### config.mk
export PLATFORM = sky130hd
export DESIGN_NAME = hub_led_panel
export DESIGN_NICKNAME = d
export VERILOG_FILES = /design/src/rtl/hub_led_pkg.sv /design/src/rtl/led_flash.sv /design/src/rtl/led_hold.sv /design/src/rtl/port_led_map.sv /design/src/rtl/util_meter.sv /design/src/rtl/hub_led_panel.sv
export SDC_FILE = /design/constraint.sdc
export NUM_CORES = 1
export LEC_CHECK = 0
export ABC_AREA = 1
export CAP_MARGIN = 10
export CORE_MARGIN = 3
export CORE_UTILIZATION = 40
export CTS_CLUSTER_SIZE = 40
export DETAILED_ROUTE_END_ITERATION = 10
export PLACE_DENSITY = 0.67
export RECOVER_POWER = 100
export REMOVE_ABC_BUFFERS = 1
export SLEW_MARGIN = 10
export SYNTH_ARGS = -nofsm -noshare
export SYNTH_HDL_FRONTEND = slang
export SYNTH_HIERARCHICAL = 1
export SYNTH_SLANG_ARGS = --single-unit
### constraint.sdc
create_clock -name clk -period 5.5 [get_ports clk]
set_clock_uncertainty 0.05 [all_clocks]
set_input_delay 1.1 -clock clk [delete_from_list [all_inputs] [get_ports clk]]
set_output_delay 1.1 -clock clk [all_outputs]
set_load 0.02 [all_outputs]
### src/rtl/hub_led_pkg.sv
package hub_led_pkg;

  localparam int NBAR = 5;

  typedef enum logic [1:0] {
    FL_IDLE  = 2'd0,
    FL_MARK  = 2'd1,
    FL_SPACE = 2'd2
  } flash_st_t;

  // step k of the utilization bar: busy/win above a fixed fraction
  function automatic logic util_above(input longint busy, input longint win, input int step);
    case (step)
      0:       return (busy * 100) > win;
      1:       return (busy * 8) > win;
      2:       return (busy * 4) > win;
      3:       return (busy * 2) > win;
      default: return (busy * 5) > (win * 3);
    endcase
  endfunction

endpackage

### src/rtl/led_flash.sv
module led_flash
  import hub_led_pkg::*;
#(
  parameter int HOLD_MS = 40
) (
  input  logic clk,
  input  logic rst_n,
  input  logic ms_tick,
  input  logic cond,
  output logic pulse
);
  localparam int CW = $clog2(HOLD_MS + 1);
  localparam logic [CW-1:0] LAST = CW'(HOLD_MS - 1);

  flash_st_t st;
  logic [CW-1:0] cnt;

  always_ff @(posedge clk or negedge rst_n) begin
    if (!rst_n) begin
      st  <= FL_IDLE;
      cnt <= '0;
    end else begin
      case (st)
        FL_IDLE: begin
          if (cond) begin
            st  <= FL_MARK;
            cnt <= '0;
          end
        end
        FL_MARK: begin
          if (ms_tick) begin
            if (cnt == LAST) begin
              st  <= FL_SPACE;
              cnt <= '0;
            end else begin
              cnt <= cnt + 1'b1;
            end
          end
        end
        FL_SPACE: begin
          if (ms_tick) begin
            if (cnt == LAST) begin
              st  <= cond ? FL_MARK : FL_IDLE;
              cnt <= '0;
            end else begin
              cnt <= cnt + 1'b1;
            end
          end
        end
        default: begin
          st  <= FL_IDLE;
          cnt <= '0;
        end
      endcase
    end
  end

  assign pulse = (st == FL_MARK);

  // a pulse only starts while its condition is present
  assert_pulse_needs_cond_R11: assert property (@(posedge clk) disable iff (!rst_n)
    $rose(pulse) |-> $past(cond));

  // a pulse only ends on a tick
  assert_pulse_ends_on_tick_R11: assert property (@(posedge clk) disable iff (!rst_n)
    $fell(pulse) |-> $past(ms_tick));

endmodule

### src/rtl/led_hold.sv
module led_hold #(
  parameter int HOLD_MS = 40
) (
  input  logic clk,
  input  logic rst_n,
  input  logic ms_tick,
  input  logic want,
  output logic led_n
);
  localparam int CW = $clog2(HOLD_MS + 1);
  localparam logic [CW-1:0] FULL = CW'(HOLD_MS);

  logic lit;
  logic [CW-1:0] age;
  logic ripe;

  assign ripe = (age == FULL);

  always_ff @(posedge clk or negedge rst_n) begin
    if (!rst_n) begin
      lit <= 1'b0;
      age <= FULL;
    end else if (ripe && (want != lit)) begin
      lit <= want;
      age <= '0;
    end else if (ms_tick && !ripe) begin
      age <= age + 1'b1;
    end
  end

  assign led_n = ~lit;

  // a level change is only allowed once the full hold has elapsed
  assert_min_hold_R2: assert property (@(posedge clk) disable iff (!rst_n)
    (lit != $past(lit)) |-> ($past(age) == FULL));

  // age never runs past the hold length
  assert_age_bound_R2: assert property (@(posedge clk) disable iff (!rst_n)
    age <= FULL);

endmodule

### src/rtl/port_led_map.sv
module port_led_map #(
  parameter int HOLD_MS = 40
) (
  input  logic clk,
  input  logic rst_n,
  input  logic ms_tick,
  input  logic sig_det,
  input  logic idle_lock,
  input  logic rx_act,
  input  logic port_fault,
  input  logic bad_sym,
  output logic act_want,
  output logic err_want
);
  logic linked, faulted, healthy;
  logic act_cond, err_cond;
  logic act_pulse, err_pulse;

  assign linked  = sig_det & idle_lock;
  assign faulted = linked & port_fault;
  assign healthy = linked & ~port_fault;

  // the error blink covers both lock loss and bad symbols
  assign err_cond = (sig_det & ~idle_lock) | (healthy & bad_sym);
  // the activity blink runs while receiving
  assign act_cond = healthy & rx_act;

  led_flash #(.HOLD_MS(HOLD_MS)) u_act_flash (
    .clk(clk), .rst_n(rst_n), .ms_tick(ms_tick), .cond(act_cond), .pulse(act_pulse)
  );

  led_flash #(.HOLD_MS(HOLD_MS)) u_err_flash (
    .clk(clk), .rst_n(rst_n), .ms_tick(ms_tick), .cond(err_cond), .pulse(err_pulse)
  );

  assign act_want = linked & (port_fault | ~act_pulse);
  assign err_want = sig_det & (faulted | err_pulse);

  // no signal keeps both LEDs dark
  assert_dark_nosig_R3: assert property (@(posedge clk) disable iff (!rst_n)
    !sig_det |-> (!act_want && !err_want));

  // a fault on a linked port requests both LEDs lit
  assert_fault_both_R6: assert property (@(posedge clk) disable iff (!rst_n)
    faulted |-> (act_want && err_want));

  // without lock the activity LED is never requested
  assert_nolock_act_dark_R4: assert property (@(posedge clk) disable iff (!rst_n)
    (sig_det && !idle_lock) |-> !act_want);

endmodule

### src/rtl/util_meter.sv
module util_meter
  import hub_led_pkg::*;
#(
  parameter int WIN_CYCLES = 2500000
) (
  input  logic            clk,
  input  logic            rst_n,
  input  logic            net_busy,
  output logic [NBAR-1:0] bar_want
);
  localparam int CW = $clog2(WIN_CYCLES + 1);
  localparam logic [CW-1:0] LASTPOS = CW'(WIN_CYCLES - 1);

  logic [CW-1:0]   pos;
  logic [CW-1:0]   busy_cnt;
  logic [CW-1:0]   total;
  logic            last;
  logic [NBAR-1:0] level;

  assign last  = (pos == LASTPOS);
  assign total = busy_cnt + CW'(net_busy);

  for (genvar k = 0; k < NBAR; k++) begin : g_step
    assign level[k] = util_above(longint'(total), longint'(WIN_CYCLES), k);
  end

  always_ff @(posedge clk or negedge rst_n) begin
    if (!rst_n) begin
      pos      <= '0;
      busy_cnt <= '0;
      bar_want <= '0;
    end else if (last) begin
      pos      <= '0;
      busy_cnt <= '0;
      bar_want <= level;
    end else begin
      pos      <= pos + 1'b1;
      busy_cnt <= total;
    end
  end

  // the bar is always a thermometer code from bit 0 upward
  assert_bar_thermo_R8: assert property (@(posedge clk) disable iff (!rst_n)
    ((NBAR'(bar_want + 1'b1)) & bar_want) == '0);

  // the bar only moves when a window closes
  assert_bar_window_R9: assert property (@(posedge clk) disable iff (!rst_n)
    !last |=> $stable(bar_want));

  // the busy count never exceeds the elapsed window position
  assert_busy_bound_R9: assert property (@(posedge clk) disable iff (!rst_n)
    busy_cnt <= pos);

endmodule

### src/rtl/hub_led_panel.sv
module hub_led_panel
  import hub_led_pkg::*;
#(
  parameter int NPORT      = 4,
  parameter int HOLD_MS    = 40,
  parameter int WIN_CYCLES = 2500000
) (
  input  logic             clk,
  input  logic             rst_n,
  input  logic             ms_tick,
  input  logic [NPORT-1:0] sig_det,
  input  logic [NPORT-1:0] idle_lock,
  input  logic [NPORT-1:0] rx_act,
  input  logic [NPORT-1:0] port_fault,
  input  logic [NPORT-1:0] bad_sym,
  input  logic             coll_local,
  input  logic             coll_stack,
  input  logic             net_busy,
  output logic [NPORT-1:0] act_led_n,
  output logic [NPORT-1:0] err_led_n,
  output logic             coll_led_n,
  output logic [NBAR-1:0]  util_led_n
);
  logic [NPORT-1:0] act_want, err_want;
  logic [NBAR-1:0]  bar_want;
  logic             coll_pulse;

  for (genvar p = 0; p < NPORT; p++) begin : g_port
    port_led_map #(.HOLD_MS(HOLD_MS)) u_map (
      .clk(clk), .rst_n(rst_n), .ms_tick(ms_tick),
      .sig_det(sig_det[p]), .idle_lock(idle_lock[p]), .rx_act(rx_act[p]),
      .port_fault(port_fault[p]), .bad_sym(bad_sym[p]),
      .act_want(act_want[p]), .err_want(err_want[p])
    );
    led_hold #(.HOLD_MS(HOLD_MS)) u_act_hold (
      .clk(clk), .rst_n(rst_n), .ms_tick(ms_tick), .want(act_want[p]), .led_n(act_led_n[p])
    );
    led_hold #(.HOLD_MS(HOLD_MS)) u_err_hold (
      .clk(clk), .rst_n(rst_n), .ms_tick(ms_tick), .want(err_want[p]), .led_n(err_led_n[p])
    );
  end

  // local and stack collisions share one blink
  led_flash #(.HOLD_MS(HOLD_MS)) u_coll_flash (
    .clk(clk), .rst_n(rst_n), .ms_tick(ms_tick),
    .cond(coll_local | coll_stack), .pulse(coll_pulse)
  );

  led_hold #(.HOLD_MS(HOLD_MS)) u_coll_hold (
    .clk(clk), .rst_n(rst_n), .ms_tick(ms_tick), .want(coll_pulse), .led_n(coll_led_n)
  );

  util_meter #(.WIN_CYCLES(WIN_CYCLES)) u_meter (
    .clk(clk), .rst_n(rst_n), .net_busy(net_busy), .bar_want(bar_want)
  );

  for (genvar k = 0; k < NBAR; k++) begin : g_bar
    led_hold #(.HOLD_MS(HOLD_MS)) u_bar_hold (
      .clk(clk), .rst_n(rst_n), .ms_tick(ms_tick), .want(bar_want[k]), .led_n(util_led_n[k])
    );
  end

  // the collision LED only lights after a reported collision
  assert_coll_cause_R10: assert property (@(posedge clk) disable iff (!rst_n)
    $fell(coll_led_n) |-> $past(coll_pulse));

endmodule

==> results of run 1 <==
[worst reg2reg max path, stage by stage, from the launching register on]
cell and delay [ns]:
dfrtp_1 0.50, nand2_1 0.20, nor2_1 0.25, inv_2 0.04, nor3_1 0.23, nand2_1 0.08, nand2_1 0.10, and2_0 0.37
inv_2 0.11, ha_1 0.30, ha_1 0.29, inv_1 0.05, fa_1 0.49, inv_1 0.04, ha_1 0.36, nand2_1 0.11
nor2_1 0.15, inv_1 0.07, nor3_1 0.23, nand4_1 0.18, nand4_1 0.12, nand2_1 0.05, nor2_1 0.08, nand2_1 0.06
nor2_1 0.08, a21oi_1 0.07
[Yosys cell counts, types with 20 or more instances]
master and number:
a21oi_1 82, nor3_1 21, nand3b_1 25, nand3_2 29, inv_2 40, dfstp_2 28, nand2_2 41, or2_2 20
ha_1 198, nand3_1 254, dfrtp_1 191, xnor2_1 22, xor2_1 60, nor2_1 277, nand4_1 66, o21ai_0 48
nor2_2 29, o21ai_1 27, nand2_1 691, nand2_4 38, inv_1 444
[cell families after synthesis]
kind of cell,count (synthesis),share of synthesized area
XOR/XNOR,90,0.0449
flip-flops,219,0.284
AND/OR/NAND/NOR,1526,0.376
adder cells (fa/ha/maj),215,0.145
AO/OA/AOI/OAI,171,0.0460
buffers and inverters,506,0.104
[metal layers]
| layer | GRT usage | wire, um | up-vias |
|---|---|---|---|
| met2 | 0.267 | 18000 | 229 |
| met4 | 0.0289 | 665 | 0 |
| li1 | - | - | 8812 |
| met1 | 0.222 | 20100 | 7524 |
| met3 | 0.0249 | 1800 | 44 |
| met5 | 0 | 0 | - |
[layout make-up]
cell class	instances	area [um2]
Timing Repair Buffer	108	870
Clock buffer	39	802
Clock inverter	13	134
Fill cell	4882	26300
Multi-Input combinational cell	2002	11700
Sequential cell	219	5520
Inverter	485	1820
Tap cell	615	769
[per-stage QoR]
| stage | hold WS (ns) | total power (W) | instances | TNS (ns) | utilization |
|---|---|---|---|---|---|
| after floorplan | 0.383 | 0.00655 | 2706 | 0 | - |
| after global placement | 0.405 | 0.00780 | 3429 | -0.0539 | 0.437 |
| after detailed placement | 0.410 | 0.00787 | 3429 | -0.188 | 0.437 |
| after CTS | 0.418 | 0.00978 | 3481 | 0 | 0.456 |
| after global routing | 0.442 | 0.0106 | 3481 | 0 | 0.451 |
| final | 0.414 | 0.00955 | 3481 | 0 | 0.451 |
[sequential cells by signal, summed over array words and instances, names as in the netlist, 22 cells and up]
name / flops
u_meter/busy_cnt: 22
g_port.u_map/u_err_flash/cnt: 24
u_meter/pos: 22
g_bar.u_bar_hold/age: 30
g_port.u_err_hold/age: 24
g_port.u_map/u_act_flash/cnt: 24
g_port.u_act_hold/age: 24
[where the power goes]
part	internal [W]	switching (W)	total (W)	leakage [nW]
logic	0.00192	0.00304	0.00496	8.54
clock network	0.00107	0.000759	0.00183	0.452
registers	0.00216	0.000600	0.00276	2.75
[worst paths after layout]
check | start | endpoint | cells after the start
setup / recovery | net_busy | u_meter/bar_want[0]$_DFFE_PN0N_ | 28
hold / removal | u_meter/pos[0]$_DFF_PN0_ | u_meter/pos[0]$_DFF_PN0_ | 1
setup reg to reg | u_meter/busy_cnt[12]$_DFF_PN0_ | u_meter/bar_want[0]$_DFFE_PN0N_ | 25
hold reg to reg | u_meter/pos[0]$_DFF_PN0_ | u_meter/pos[0]$_DFF_PN0_ | 1
max in group asynchronous | rst_n | u_coll_flash/cnt[1]$_DFFE_PN0P_ | 2
min in group asynchronous | rst_n | g_port[1].u_map/u_act_flash/cnt[2]$_DFFE_PN0P_ | 1
==> metrics.txt, run 1 <==
# TYPE chip_impl_metric gauge
chip_impl_info{name="run_status",value="complete, but fails checks"} 1
chip_impl_info{name="failed_checks",value="max-capacitance violations, max-slew violations"} 1
chip_impl_metric{name="design.final.nets",unit=""} 3085
chip_impl_metric{name="synth_cell_type_count",unit=""} 45
chip_impl_metric{name="powerDensity",unit="nW/um2"} 442
chip_impl_metric{name="drt-wirelength-per-cell",unit="um"} 11.6
chip_impl_metric{name="seq_area_frac_synth",unit=""} 0.284
chip_impl_info{name="min_path_type",value="flip-flop to flip-flop"} 1
chip_impl_metric{name="setup_viol_count_final",unit=""} 0
chip_impl_metric{name="n_antenna_cell",unit=""} 0
chip_impl_metric{name="cell_area_synth",unit="um2"} 19400
chip_impl_metric{name="placement.setup.worst_slack",unit="ns"} -0.188
chip_impl_info{name="crit_path_end_kind",value="flip-flop"} 1
chip_impl_metric{name="postLayoutCellArea",unit="um2"} 21600
chip_impl_metric{name="ioPinCount",unit=""} 40
chip_impl_metric{name="grt_antenna_before_repair",unit=""} 0
chip_impl_metric{name="worst_ir_drop_vdd",unit="V"} 0.000377
chip_impl_metric{name="max_stage_delay",unit="ns"} 0.53
chip_impl_metric{name="finalWirelength",unit="um"} 40500
chip_impl_info{name="setup.worst_path.class",value="input pin to flip-flop"} 1
chip_impl_metric{name="gpl.final_weighted_congestion",unit=""} 0.910
chip_impl_info{name="clk_root_buffer_cell",value="clkbuf_16"} 1
chip_impl_metric{name="drc",unit=""} 0
chip_impl_metric{name="later_pin_clock_latency_in_the_skew_report",unit="ns"} 0.57
chip_impl_metric{name="slew_headroom",unit=""} -0.991
chip_impl_metric{name="areaGrowthSynthToFinish",unit="%"} 11.3
chip_impl_metric{name="final_hold_viol_count",unit=""} 0
chip_impl_metric{name="effective_utilization_at_floorplan",unit=""} 0.406
chip_impl_info{name="critPathSlowestCell",value="fa_1"} 1
chip_impl_metric{name="yosysWarnings",unit=""} 6
chip_impl_metric{name="min_period",unit="ns"} 5.12
chip_impl_info{name="timing.critical_path.max_delay_family",value="simple AND/OR/NAND/NOR gates"} 1
chip_impl_metric{name="drv_cap",unit=""} 2
chip_impl_metric{name="floorplan.die_area",unit="um2"} 51200
chip_impl_metric{name="worst-path-max-fanout",unit=""} 4
chip_impl_metric{name="leakagePower",unit="nW"} 11.7
chip_impl_metric{name="post_drt_via_cell_ratio",unit=""} 4.77
chip_impl_info{name="timing.critical_path.mode_cell",value="nand2_1"} 1
chip_impl_info{name="netlist.top_cell.by_area",value="dfrtp_1"} 1
chip_impl_metric{name="dpl_cell_area",unit="um2"} 20900
chip_impl_metric{name="post_route_cells_drive_above_1_share",unit=""} 0.109
chip_impl_metric{name="vias",unit=""} 16600
chip_impl_metric{name="ctsResizeCount",unit=""} 0
chip_impl_metric{name="synth_enable_flop_cells",unit=""} 0
chip_impl_metric{name="first_global_vias",unit=""} 15500
chip_impl_metric{name="worstPathRequired",unit="ns"} 5.91
chip_impl_metric{name="timing.critical_path.buf_inv",unit=""} 7
chip_impl_metric{name="avgSynthCellArea",unit="um2"} 7.12
chip_impl_info{name="rsz_0062_raised_after_global_routing",value="no"} 1
chip_impl_info{name="final_cell_mix",value="720 x nand2_1, 463 x inv_1, 277 x nor2_1, 254 x nand3_1, 198 x ha_1"} 1
chip_impl_metric{name="groute.usage.overall",unit=""} 0.160
chip_impl_metric{name="hold_buffers",unit=""} 0
chip_impl_info{name="start_kind",value="input pin"} 1
chip_impl_metric{name="tightest_slew",unit="ns"} 2.99
chip_impl_metric{name="ant_nets",unit=""} 0
chip_impl_metric{name="core_area",unit="um2"} 47800
chip_impl_metric{name="clk_transition_reported_paths",unit="ns"} 0.07
chip_impl_metric{name="drt_initial_violations",unit=""} 975
chip_impl_info{name="synth_area_leaders",value="dfrtp_1 25%, nand2_1 13%, ha_1 13%, inv_1 8.6%, nand3_1 6.5%"} 1
chip_impl_metric{name="timing.reg2reg.setup_slack",unit="ns"} 0.75
chip_impl_metric{name="drtPass1Iterations",unit=""} 5
chip_impl_metric{name="cp_data_arrival_time",unit="ns"} 5.53
chip_impl_info{name="final_common_cell",value="nand2_1"} 1
chip_impl_metric{name="grt_first_pass_wirelength",unit="um"} 70500
chip_impl_info{name="cts_tree",value="built"} 1
chip_impl_metric{name="timing.fmax",unit="MHz"} 195
chip_impl_metric{name="share_of_flip_flops_with_an_asynchronous_set_or_reset",unit=""} 1.00
chip_impl_metric{name="drv_slew",unit=""} 162
chip_impl_metric{name="yosys.area.top_type_share",unit=""} 0.246
chip_impl_metric{name="height_of_the_die",unit="um"} 226
chip_impl_metric{name="grt_start_max_net_pins",unit=""} 110
chip_impl_metric{name="chipWidth",unit="um"} 226
chip_impl_metric{name="floorplan.rows",unit=""} 80
chip_impl_metric{name="grt_overflow_total",unit=""} 0
chip_impl_metric{name="finalCritPeriodShare",unit=""} 0.931
chip_impl_metric{name="postSynthCellCount",unit=""} 2727
chip_impl_metric{name="numPortBuffers",unit=""} 39
chip_impl_metric{name="cts_h_tree_depth",unit=""} 1
chip_impl_metric{name="ys_seq_elements",unit=""} 219
chip_impl_metric{name="clock-sinks",unit=""} 219
chip_impl_metric{name="post-route-worst-setup-slack",unit="ns"} 0.379
chip_impl_metric{name="cts_buffer_depth",unit=""} 3
chip_impl_metric{name="postCtsSetupBuffers",unit=""} 0
chip_impl_metric{name="post-dp-hpwl",unit="um"} 31400
chip_impl_info{name="postSynth.topFlopCell",value="dfrtp_1"} 1
chip_impl_metric{name="tritoncts.num_buffers",unit=""} 28
No activity file was read; power rests on OpenSTA's default activity.
==> run 2: changes to the inputs <==
--- a/config.mk
+++ b/config.mk
@@ -11,6 +11,7 @@
 export CORE_UTILIZATION = 40
 export CTS_CLUSTER_SIZE = 40
 export DETAILED_ROUTE_END_ITERATION = 10
+export GPL_ROUTABILITY_DRIVEN = 0
 export PLACE_DENSITY = 0.67
 export RECOVER_POWER = 100
 export REMOVE_ABC_BUFFERS = 1
==> results of run 2 <==
Same layout as run 1: the final DEF is identical, and so are final timing and power.
